===== config.mk =====
export PLATFORM = sky130hd
export DESIGN_NAME = nand_cycle_seq
export DESIGN_NICKNAME = d
export VERILOG_FILES = /design/src/rtl/nand_seq_pkg.sv /design/src/rtl/nand_cfg_regs.sv /design/src/rtl/nand_phase_ctrl.sv /design/src/rtl/nand_bus_drv.sv /design/src/rtl/nand_cycle_seq.sv
export SDC_FILE = /design/constraint.sdc
export NUM_CORES = 1
export LEC_CHECK = 0
export BUFFER_PORTS_ARGS = -buffer_cell sky130_fd_sc_hd__buf_2
export CORE_MARGIN = 5
export CORE_UTILIZATION = 60
export DETAILED_ROUTE_END_ITERATION = 10
export GPL_TIMING_DRIVEN = 0
export PLACE_DENSITY_LB_ADDON = 0.05
export SYNTH_ARGS = -nofsm -noshare
export SYNTH_HDL_FRONTEND = slang
export SYNTH_SLANG_ARGS = --single-unit

===== constraint.sdc =====
create_clock -name clk -period 5.1 [get_ports clk]
set_input_delay 1.275 -clock clk [delete_from_list [all_inputs] [get_ports clk]]
set_output_delay 1.275 -clock clk [all_outputs]
set_load 0.1 [all_outputs]

===== src/rtl/nand_seq_pkg.sv =====
`timescale 1ns/1ps
package nand_seq_pkg;

    localparam int CNT_W     = 8;
    localparam int DLY_W     = 4;
    localparam int CFG_A_W   = 2;

    // control word bit positions
    localparam int CTL_WAITRDY = 1;
    localparam int CTL_ENABLE  = 2;
    localparam int CTL_WIDE    = 4;
    localparam int CTL_CLE_LSB = 9;
    localparam int CTL_ALE_LSB = 13;

    localparam logic [31:0] TIM_RESET = 32'h0104_0600;

    typedef struct packed {
        logic [CNT_W-1:0] release_n;
        logic [CNT_W-1:0] hold_n;
        logic [CNT_W-1:0] wait_n;
        logic [CNT_W-1:0] setup_n;
    } timing_t;

    typedef struct packed {
        logic [DLY_W-1:0] ale_dly;
        logic [DLY_W-1:0] cle_dly;
        logic             wide;
        logic             enable;
        logic             wait_rdy;
    } ctrl_t;

    localparam ctrl_t CTRL_RESET = '{ale_dly: DLY_W'(1), cle_dly: DLY_W'(1),
                                     wide: 1'b0, enable: 1'b0, wait_rdy: 1'b0};

    typedef enum logic [1:0] {
        ACC_CMD   = 2'd0,
        ACC_ADDR  = 2'd1,
        ACC_READ  = 2'd2,
        ACC_WRITE = 2'd3
    } acc_kind_e;

    typedef enum logic [2:0] {
        PH_IDLE    = 3'd0,
        PH_GAP     = 3'd1,
        PH_SETUP   = 3'd2,
        PH_STROBE  = 3'd3,
        PH_HOLD    = 3'd4,
        PH_RELEASE = 3'd5
    } phase_e;

    // strobe and hold lengths never go below one clock
    function automatic logic [CNT_W-1:0] floor_one(input logic [CNT_W-1:0] v);
        return (v == '0) ? CNT_W'(1) : v;
    endfunction

endpackage


===== src/rtl/nand_cfg_regs.sv =====
`timescale 1ns/1ps
module nand_cfg_regs
    import nand_seq_pkg::*;
#(
    parameter int N_TIM = 2
) (
    input  logic                 clk,
    input  logic                 rst_n,
    input  logic                 cfg_we,
    input  logic [CFG_A_W-1:0]   cfg_addr,
    input  logic [31:0]          cfg_wdata,
    output ctrl_t                ctrl_q,
    output logic [N_TIM*32-1:0]  tim_flat
);

    always_ff @(posedge clk) begin
        if (!rst_n) begin
            ctrl_q <= CTRL_RESET;
        end else if (cfg_we && cfg_addr == '0) begin
            ctrl_q.wait_rdy <= cfg_wdata[CTL_WAITRDY];
            ctrl_q.enable   <= cfg_wdata[CTL_ENABLE];
            ctrl_q.wide     <= cfg_wdata[CTL_WIDE];
            ctrl_q.cle_dly  <= cfg_wdata[CTL_CLE_LSB +: DLY_W];
            ctrl_q.ale_dly  <= cfg_wdata[CTL_ALE_LSB +: DLY_W];
        end
    end

    for (genvar g = 0; g < N_TIM; g++) begin : g_tim
        logic [31:0] word_q;
        always_ff @(posedge clk) begin
            if (!rst_n) begin
                word_q <= TIM_RESET;
            end else if (cfg_we && cfg_addr == CFG_A_W'(g + 1)) begin
                word_q <= cfg_wdata;
            end
        end
        assign tim_flat[g*32 +: 32] = word_q;
    end

endmodule


===== src/rtl/nand_phase_ctrl.sv =====
`timescale 1ns/1ps
module nand_phase_ctrl
    import nand_seq_pkg::*;
(
    input  logic             clk,
    input  logic             rst_n,
    input  logic             start,
    input  acc_kind_e        kind_in,
    input  timing_t          tim_in,
    input  logic [DLY_W-1:0] cle_dly,
    input  logic [DLY_W-1:0] ale_dly,
    output phase_e           phase,
    output acc_kind_e        kind_q,
    output logic             idle,
    output logic             last_strobe,
    output logic             done
);

    phase_e           st_q, st_d;
    logic [CNT_W-1:0] cnt_q, cnt_d;
    timing_t          tim_q, tim_d;
    acc_kind_e        kind_d;
    acc_kind_e        prev_q;
    logic             prev_vld_q;
    logic             done_q, done_d;
    logic [DLY_W-1:0] gap_len;

    // gap ahead of a read depends on the kind of the access before it
    always_comb begin
        gap_len = '0;
        if (kind_in == ACC_READ && prev_vld_q) begin
            if (prev_q == ACC_CMD) begin
                gap_len = cle_dly;
            end else if (prev_q == ACC_ADDR) begin
                gap_len = ale_dly;
            end
        end
    end

    // state register
    always_ff @(posedge clk) begin
        if (!rst_n) begin
            st_q       <= PH_IDLE;
            cnt_q      <= '0;
            tim_q      <= TIM_RESET;
            kind_q     <= ACC_CMD;
            prev_q     <= ACC_CMD;
            prev_vld_q <= 1'b0;
            done_q     <= 1'b0;
        end else begin
            st_q   <= st_d;
            cnt_q  <= cnt_d;
            tim_q  <= tim_d;
            kind_q <= kind_d;
            done_q <= done_d;
            if (start) begin
                prev_q     <= kind_in;
                prev_vld_q <= 1'b1;
            end
        end
    end

    // next state
    always_comb begin
        st_d   = st_q;
        cnt_d  = cnt_q;
        tim_d  = tim_q;
        kind_d = kind_q;
        done_d = 1'b0;
        unique case (st_q)
            PH_IDLE: begin
                if (start) begin
                    tim_d  = tim_in;
                    kind_d = kind_in;
                    if (gap_len != '0) begin
                        st_d  = PH_GAP;
                        cnt_d = CNT_W'(gap_len) - CNT_W'(1);
                    end else if (tim_in.setup_n != '0) begin
                        st_d  = PH_SETUP;
                        cnt_d = tim_in.setup_n - CNT_W'(1);
                    end else begin
                        st_d  = PH_STROBE;
                        cnt_d = floor_one(tim_in.wait_n) - CNT_W'(1);
                    end
                end
            end
            PH_GAP: begin
                if (cnt_q != '0) begin
                    cnt_d = cnt_q - CNT_W'(1);
                end else if (tim_q.setup_n != '0) begin
                    st_d  = PH_SETUP;
                    cnt_d = tim_q.setup_n - CNT_W'(1);
                end else begin
                    st_d  = PH_STROBE;
                    cnt_d = floor_one(tim_q.wait_n) - CNT_W'(1);
                end
            end
            PH_SETUP: begin
                if (cnt_q != '0) begin
                    cnt_d = cnt_q - CNT_W'(1);
                end else begin
                    st_d  = PH_STROBE;
                    cnt_d = floor_one(tim_q.wait_n) - CNT_W'(1);
                end
            end
            PH_STROBE: begin
                if (cnt_q != '0) begin
                    cnt_d = cnt_q - CNT_W'(1);
                end else begin
                    st_d  = PH_HOLD;
                    cnt_d = floor_one(tim_q.hold_n) - CNT_W'(1);
                end
            end
            PH_HOLD: begin
                if (cnt_q != '0) begin
                    cnt_d = cnt_q - CNT_W'(1);
                end else if (kind_q != ACC_READ && tim_q.release_n != '0) begin
                    st_d  = PH_RELEASE;
                    cnt_d = tim_q.release_n - CNT_W'(1);
                end else begin
                    st_d   = PH_IDLE;
                    done_d = 1'b1;
                end
            end
            PH_RELEASE: begin
                if (cnt_q != '0) begin
                    cnt_d = cnt_q - CNT_W'(1);
                end else begin
                    st_d   = PH_IDLE;
                    done_d = 1'b1;
                end
            end
            default: begin
                st_d = PH_IDLE;
            end
        endcase
    end

    assign phase       = st_q;
    assign idle        = (st_q == PH_IDLE);
    assign last_strobe = (st_q == PH_STROBE) && (cnt_q == '0);
    assign done        = done_q;

endmodule


===== src/rtl/nand_bus_drv.sv =====
`timescale 1ns/1ps
module nand_bus_drv
    import nand_seq_pkg::*;
#(
    parameter int DATA_W = 16
) (
    input  logic              clk,
    input  logic              rst_n,
    input  logic              start,
    input  logic              wide_in,
    input  logic [DATA_W-1:0] wdata_in,
    input  phase_e            phase,
    input  acc_kind_e         kind_q,
    input  logic              last_strobe,
    input  logic [DATA_W-1:0] dq_in,
    output logic              cle,
    output logic              ale,
    output logic              we_n,
    output logic              re_n,
    output logic              dq_oe,
    output logic [DATA_W-1:0] dq_out,
    output logic [DATA_W-1:0] rd_data
);

    localparam int HALF = DATA_W / 2;

    logic              wide_q;
    logic [DATA_W-1:0] wdata_q;
    logic [DATA_W-1:0] rd_q;
    logic              is_read;
    logic              is_cmd;
    logic              is_addr;

    function automatic logic [DATA_W-1:0] narrow(input logic [DATA_W-1:0] v, input logic w);
        return w ? v : {{(DATA_W-HALF){1'b0}}, v[HALF-1:0]};
    endfunction

    always_ff @(posedge clk) begin
        if (!rst_n) begin
            wide_q  <= 1'b0;
            wdata_q <= '0;
            rd_q    <= '0;
        end else begin
            if (start) begin
                wide_q  <= wide_in;
                wdata_q <= narrow(wdata_in, wide_in);
            end
            if (last_strobe && kind_q == ACC_READ) begin
                rd_q <= narrow(dq_in, wide_q);
            end
        end
    end

    assign is_read = (kind_q == ACC_READ);
    assign is_cmd  = (kind_q == ACC_CMD);
    assign is_addr = (kind_q == ACC_ADDR);

    // bus outputs decoded from the phase
    always_comb begin
        cle   = 1'b0;
        ale   = 1'b0;
        we_n  = 1'b1;
        re_n  = 1'b1;
        dq_oe = 1'b0;
        unique case (phase)
            PH_SETUP, PH_HOLD: begin
                cle   = is_cmd;
                ale   = is_addr;
                dq_oe = !is_read;
            end
            PH_STROBE: begin
                cle   = is_cmd;
                ale   = is_addr;
                dq_oe = !is_read;
                we_n  = is_read;
                re_n  = !is_read;
            end
            default: begin
            end
        endcase
    end

    assign dq_out  = wdata_q;
    assign rd_data = rd_q;

endmodule


===== src/rtl/nand_cycle_seq.sv =====
`timescale 1ns/1ps
module nand_cycle_seq
    import nand_seq_pkg::*;
#(
    parameter int DATA_W = 16
) (
    input  logic              clk,
    input  logic              rst_n,
    input  logic              cfg_we,
    input  logic [1:0]        cfg_addr,
    input  logic [31:0]       cfg_wdata,
    input  logic              req_start,
    input  logic [1:0]        req_kind,
    input  logic              req_attr,
    input  logic [DATA_W-1:0] req_wdata,
    output logic              req_ready,
    output logic              done,
    output logic [DATA_W-1:0] rd_data,
    output logic              nand_ce_n,
    output logic              nand_cle,
    output logic              nand_ale,
    output logic              nand_we_n,
    output logic              nand_re_n,
    output logic [DATA_W-1:0] nand_dq_out,
    output logic              nand_dq_oe,
    input  logic [DATA_W-1:0] nand_dq_in,
    input  logic              nand_rb
);

    localparam int N_TIM = 2;

    ctrl_t              ctrl_q;
    logic [N_TIM*32-1:0] tim_flat;
    timing_t            tim_sel;
    phase_e             phase;
    acc_kind_e          kind_q;
    logic               idle;
    logic               last_strobe;
    logic               start;

    nand_cfg_regs #(.N_TIM(N_TIM)) u_cfg (
        .clk       (clk),
        .rst_n     (rst_n),
        .cfg_we    (cfg_we),
        .cfg_addr  (cfg_addr),
        .cfg_wdata (cfg_wdata),
        .ctrl_q    (ctrl_q),
        .tim_flat  (tim_flat)
    );

    assign tim_sel   = timing_t'(req_attr ? tim_flat[32 +: 32] : tim_flat[0 +: 32]);
    assign req_ready = idle && ctrl_q.enable && (!ctrl_q.wait_rdy || nand_rb);
    assign start     = req_start && req_ready;
    assign nand_ce_n = !ctrl_q.enable;

    nand_phase_ctrl u_ctrl (
        .clk         (clk),
        .rst_n       (rst_n),
        .start       (start),
        .kind_in     (acc_kind_e'(req_kind)),
        .tim_in      (tim_sel),
        .cle_dly     (ctrl_q.cle_dly),
        .ale_dly     (ctrl_q.ale_dly),
        .phase       (phase),
        .kind_q      (kind_q),
        .idle        (idle),
        .last_strobe (last_strobe),
        .done        (done)
    );

    nand_bus_drv #(.DATA_W(DATA_W)) u_drv (
        .clk         (clk),
        .rst_n       (rst_n),
        .start       (start),
        .wide_in     (ctrl_q.wide),
        .wdata_in    (req_wdata),
        .phase       (phase),
        .kind_q      (kind_q),
        .last_strobe (last_strobe),
        .dq_in       (nand_dq_in),
        .cle         (nand_cle),
        .ale         (nand_ale),
        .we_n        (nand_we_n),
        .re_n        (nand_re_n),
        .dq_oe       (nand_dq_oe),
        .dq_out      (nand_dq_out),
        .rd_data     (rd_data)
    );

endmodule


==> impl_metrics.csv <==
group,metric,value,unit
sta,slew_headroom,0.4725,
power,ir_worst_vdd,295.6,µV
critical_path,critical_path.max_fanout,10,
critical_path,cp.required,3.83,ns
power,cellPowerDensity,426.1,nW/µm²
critical_path,endpoint,"nand_ale",
grt,grt_overflow,0,
synth,synth_edf_count,0,
synth,yosysSeqAreaShare,0.4002,
job,drv_cap,0,
grt,grt_max_degree,17,
synth,synth_compound_area_frac,0.1987,
floorplan,dieWidth,124.4,µm
clock_network,hold_buffers,0,
critical_path,end_kind,"output port",
route,drc,0,
cells_and_area,nets,1234,
grt,grt_pass1_wl,38250,µm
route,drt_wl_total,24050,µm
cells_and_area,final_common_cell,"nand2_1",
clock_network,clk_path_buf_depth,2,
sta,setup_viol,0,
clock_network,clk_pin_slew_worst_paths,0.06,ns
clock_network,clock_sinks,157,
floorplan,dieArea,15480,µm²
synth,synth_flop_cell,"dfxtp_1",
cells_and_area,area_growth,17.29,%
cells_and_area,final_area,9211,µm²
route,drtPass1Iterations,6,
sta,slew_viol_final,0,
cells_and_area,post-route-util,0.7240,
route,ant_nets,0,
cells_and_area,most-common-layout-cells,"245 x nand2_1, 157 x dfxtp_1, 130 x a21oi_1",
clock_network,htreeDepth,4,
critical_path,reg2regPathDepth,12,
critical_path,start_kind,"flop",
synth,avgSynthCellArea,7.730,µm²
floorplan,start_util,0.6173,
placement,port_buffers,112,
route,drtIter0Drc,664,
synth,postSynthCellCount,1016,
synth,synth_nets,1103,
cells_and_area,drive_gt1_frac,0.1543,
sta,fin_setup_tns,0,ns
synth,synth-xor-area-share,0.03346,
placement,place_area,8630,µm²
route,vias_per_cell,5.894,
sta,finalCritPeriodShare,0.7426,
hold_path,hold_class,"reg2reg",
synth,synthAdderAreaFrac,0.02071,
synth,synth_warnings,0,
sta,worstMarginPinSlew,0.7913,ns
clock_network,numCtsBuffers,17,
run_status,status,"completed",
sta,skew,0.009129,ns
route,post_drt_wl_per_cell,18.05,µm
clock_network,ctsRootBufferMaster,"clkbuf_16",
clock_network,cts_resized,0,
cells_and_area,fillerInstances,1121,
floorplan,die_h,124.4,µm
synth,muxShareOfSynthArea,0.04955,
cells_and_area,antennaDiodeCount,0,
sta,hold_viol,0,
critical_path,critPathLaunch,"u_ctrl.phase[2]",
synth,synth_seq_cells,157,
critical_path,critPathKind,"reg2out",
grt,grt_pass1_vias,7338,
grt,track_usage,0.3037,
grt,grt_antenna_before_repair,0,
floorplan,ios,114,
sta,rsz0062_at_grt,"no",
cells_and_area,seq_area,3143,µm²
clock_network,clk_latency,0.43,ns
critical_path,rrSetupSlack,2.11,ns
placement,hpwl,18290,µm
power,power_leakage,3.535,nW
floorplan,placementRows,41,
sta,timing.fmax,0.2640,GHz
route,vias,7851,
synth,ys_types,62,
floorplan,core,12720,µm²
power,p_total,3.925,mW
synth,synth_area,7854,µm²
critical_path,timing.rr.end,"u_ctrl.cnt_q[6]",
cells_and_area,multi_input_area,4369,µm²
critical_path,cp.arrival,2.51,ns
clock_network,cts_tree,"built",
placement,gp_congestion,0.9692,
synth,synthSimpleGateAreaFrac,0.2539,
sta,final.min_clock_period,3.787,ns
synth,synth_top_family_by_area,"simple AND/OR/NAND/NOR gates",
synth,async_reset_ff_frac,0,
critical_path,rr_startpoint,"u_cfg.g_tim[0].word_q[2]",
clock_network,cts_setup_buffers,0,
hold_path,min_path_cells,2,
==> state kept, by name, summed over array words and instances (netlist names), 3 cells and up <==
name                flops
u_cfg.g_tim.word_q     64
u_ctrl.tim_q           32
u_drv.dq_out           16
u_drv.rd_data          16
u_cfg.ctrl_q           11
u_ctrl.cnt_q            8
u_ctrl.phase            3
==> per-stage QoR <==
| step | worst slack, ns | hold WS [ns] | std cells |
|---|---|---|---|
| 2_1_floorplan | 0.5000 | 0.4318 | 1016 |
| 3_3_place_gp | 0.8914 | 0.4356 | 1300 |
| 3_5_place_dp | 0.8965 | 0.4403 | 1300 |
| 4_1_cts | 1.340 | 0.4494 | 1332 |
| 5_1_grt | 1.097 | 0.4681 | 1332 |
| 6_report | 1.313 | 0.4467 | 1332 |
==> routing by layer <==
metal | global-route usage | wire length (µm)
met1 | 0.3933 | 10010
met3 | 0.08319 | 2332
met2 | 0.4863 | 11000
met5 | 0 | 0
met4 | 0.1090 | 699
==> layout make-up <==
type                       instances  share of cell area
buffer                            70             0.02975
clock buffer                      17             0.04618
clock inverter                    15             0.01698
inverter                          18            0.007335
multi-input combinational        771              0.4743
sequential                       157              0.3412
tap                              172             0.02336
timing repair buffer             112             0.06085
==> report_power, final <==
group | total, mW | leakage [nW] | switching (mW) | internal (mW)
sequential | 1.35 | 1.27 | 0.0664 | 1.29
clock | 1.25 | 0.286 | 0.560 | 0.690
combinational | 1.32 | 1.98 | 0.880 | 0.442
==> cells by family after synthesis <==
logic type | count (synthesis)
flip-flops | 157
adder cells (fa/ha/maj) | 13
AO/OA/AOI/OAI | 251
AND/OR/NAND/NOR | 439
XOR/XNOR | 30
multiplexers | 38
buffers and inverters | 88
==> worst max-delay path, stage by stage, from the launching register on <==
cell and delay, ns:
dfxtp_1 0.39, clkbuf_1 0.34, nand2_1 0.17, nor2_1 0.38
a21oi_1 0.13, nor3b_1 0.21, buf_2 0.46
==> synth_stat cells (2+ instances only) <==
cell type  instances  area [µm²]
and3_1             3       18.77
nor2b_1            7       43.79
nand3b_1           5       37.54
o211ai_1          15       112.6
a21bo_2            2       20.02
a22oi_1            3       22.52
o211a_1            2       20.02
ha_1              13       162.7
a211oi_1          34       255.2
and3b_1            3       26.28
nor2_1            60       225.2
o21a_1             3       22.52
a311oi_1           3       26.28
inv_1             17       63.81
a31oi_1           10       62.56
mux2_2             7       78.83
or3b_2             2       17.52
o221ai_1           5       43.79
nor4_1            13       81.33
o21ai_0           18       90.09
and2_1             3       18.77
clkbuf_1          53       198.9
nor3_1            24       120.1
xnor2_1           17       148.9
nor4_2             5       62.56
o22ai_1            4       25.02
buf_1              8       30.03
nand3_1           40       200.2
a32o_1             2       20.02
nand2b_1           5       31.28
buf_2              9       45.04
a21oi_1          130       650.6
xor2_1            13       113.9
a21o_1             4       30.03
or3_1              4       25.02
nor3b_1           10       75.07
nand2_1          245       919.6
or4_1              4       30.03
dfxtp_1          157        3143
mux2i_1           31       310.3
a41o_1             2       20.02
==> worst min-delay path by stage <==
stage | from | end
after floorplan | u_ctrl.prev_q[1] | u_ctrl.prev_q[1]
after global placement | u_drv.rd_data[6] | u_drv.rd_data[6]
after detailed placement | u_drv.rd_data[13] | u_drv.rd_data[13]
after CTS | u_drv.rd_data[8] | u_drv.rd_data[8]
after global routing | u_drv.rd_data[8] | u_drv.rd_data[8]
final | u_drv.rd_data[10] | u_drv.rd_data[10]
No activity file was read; power rests on OpenSTA's default activity.
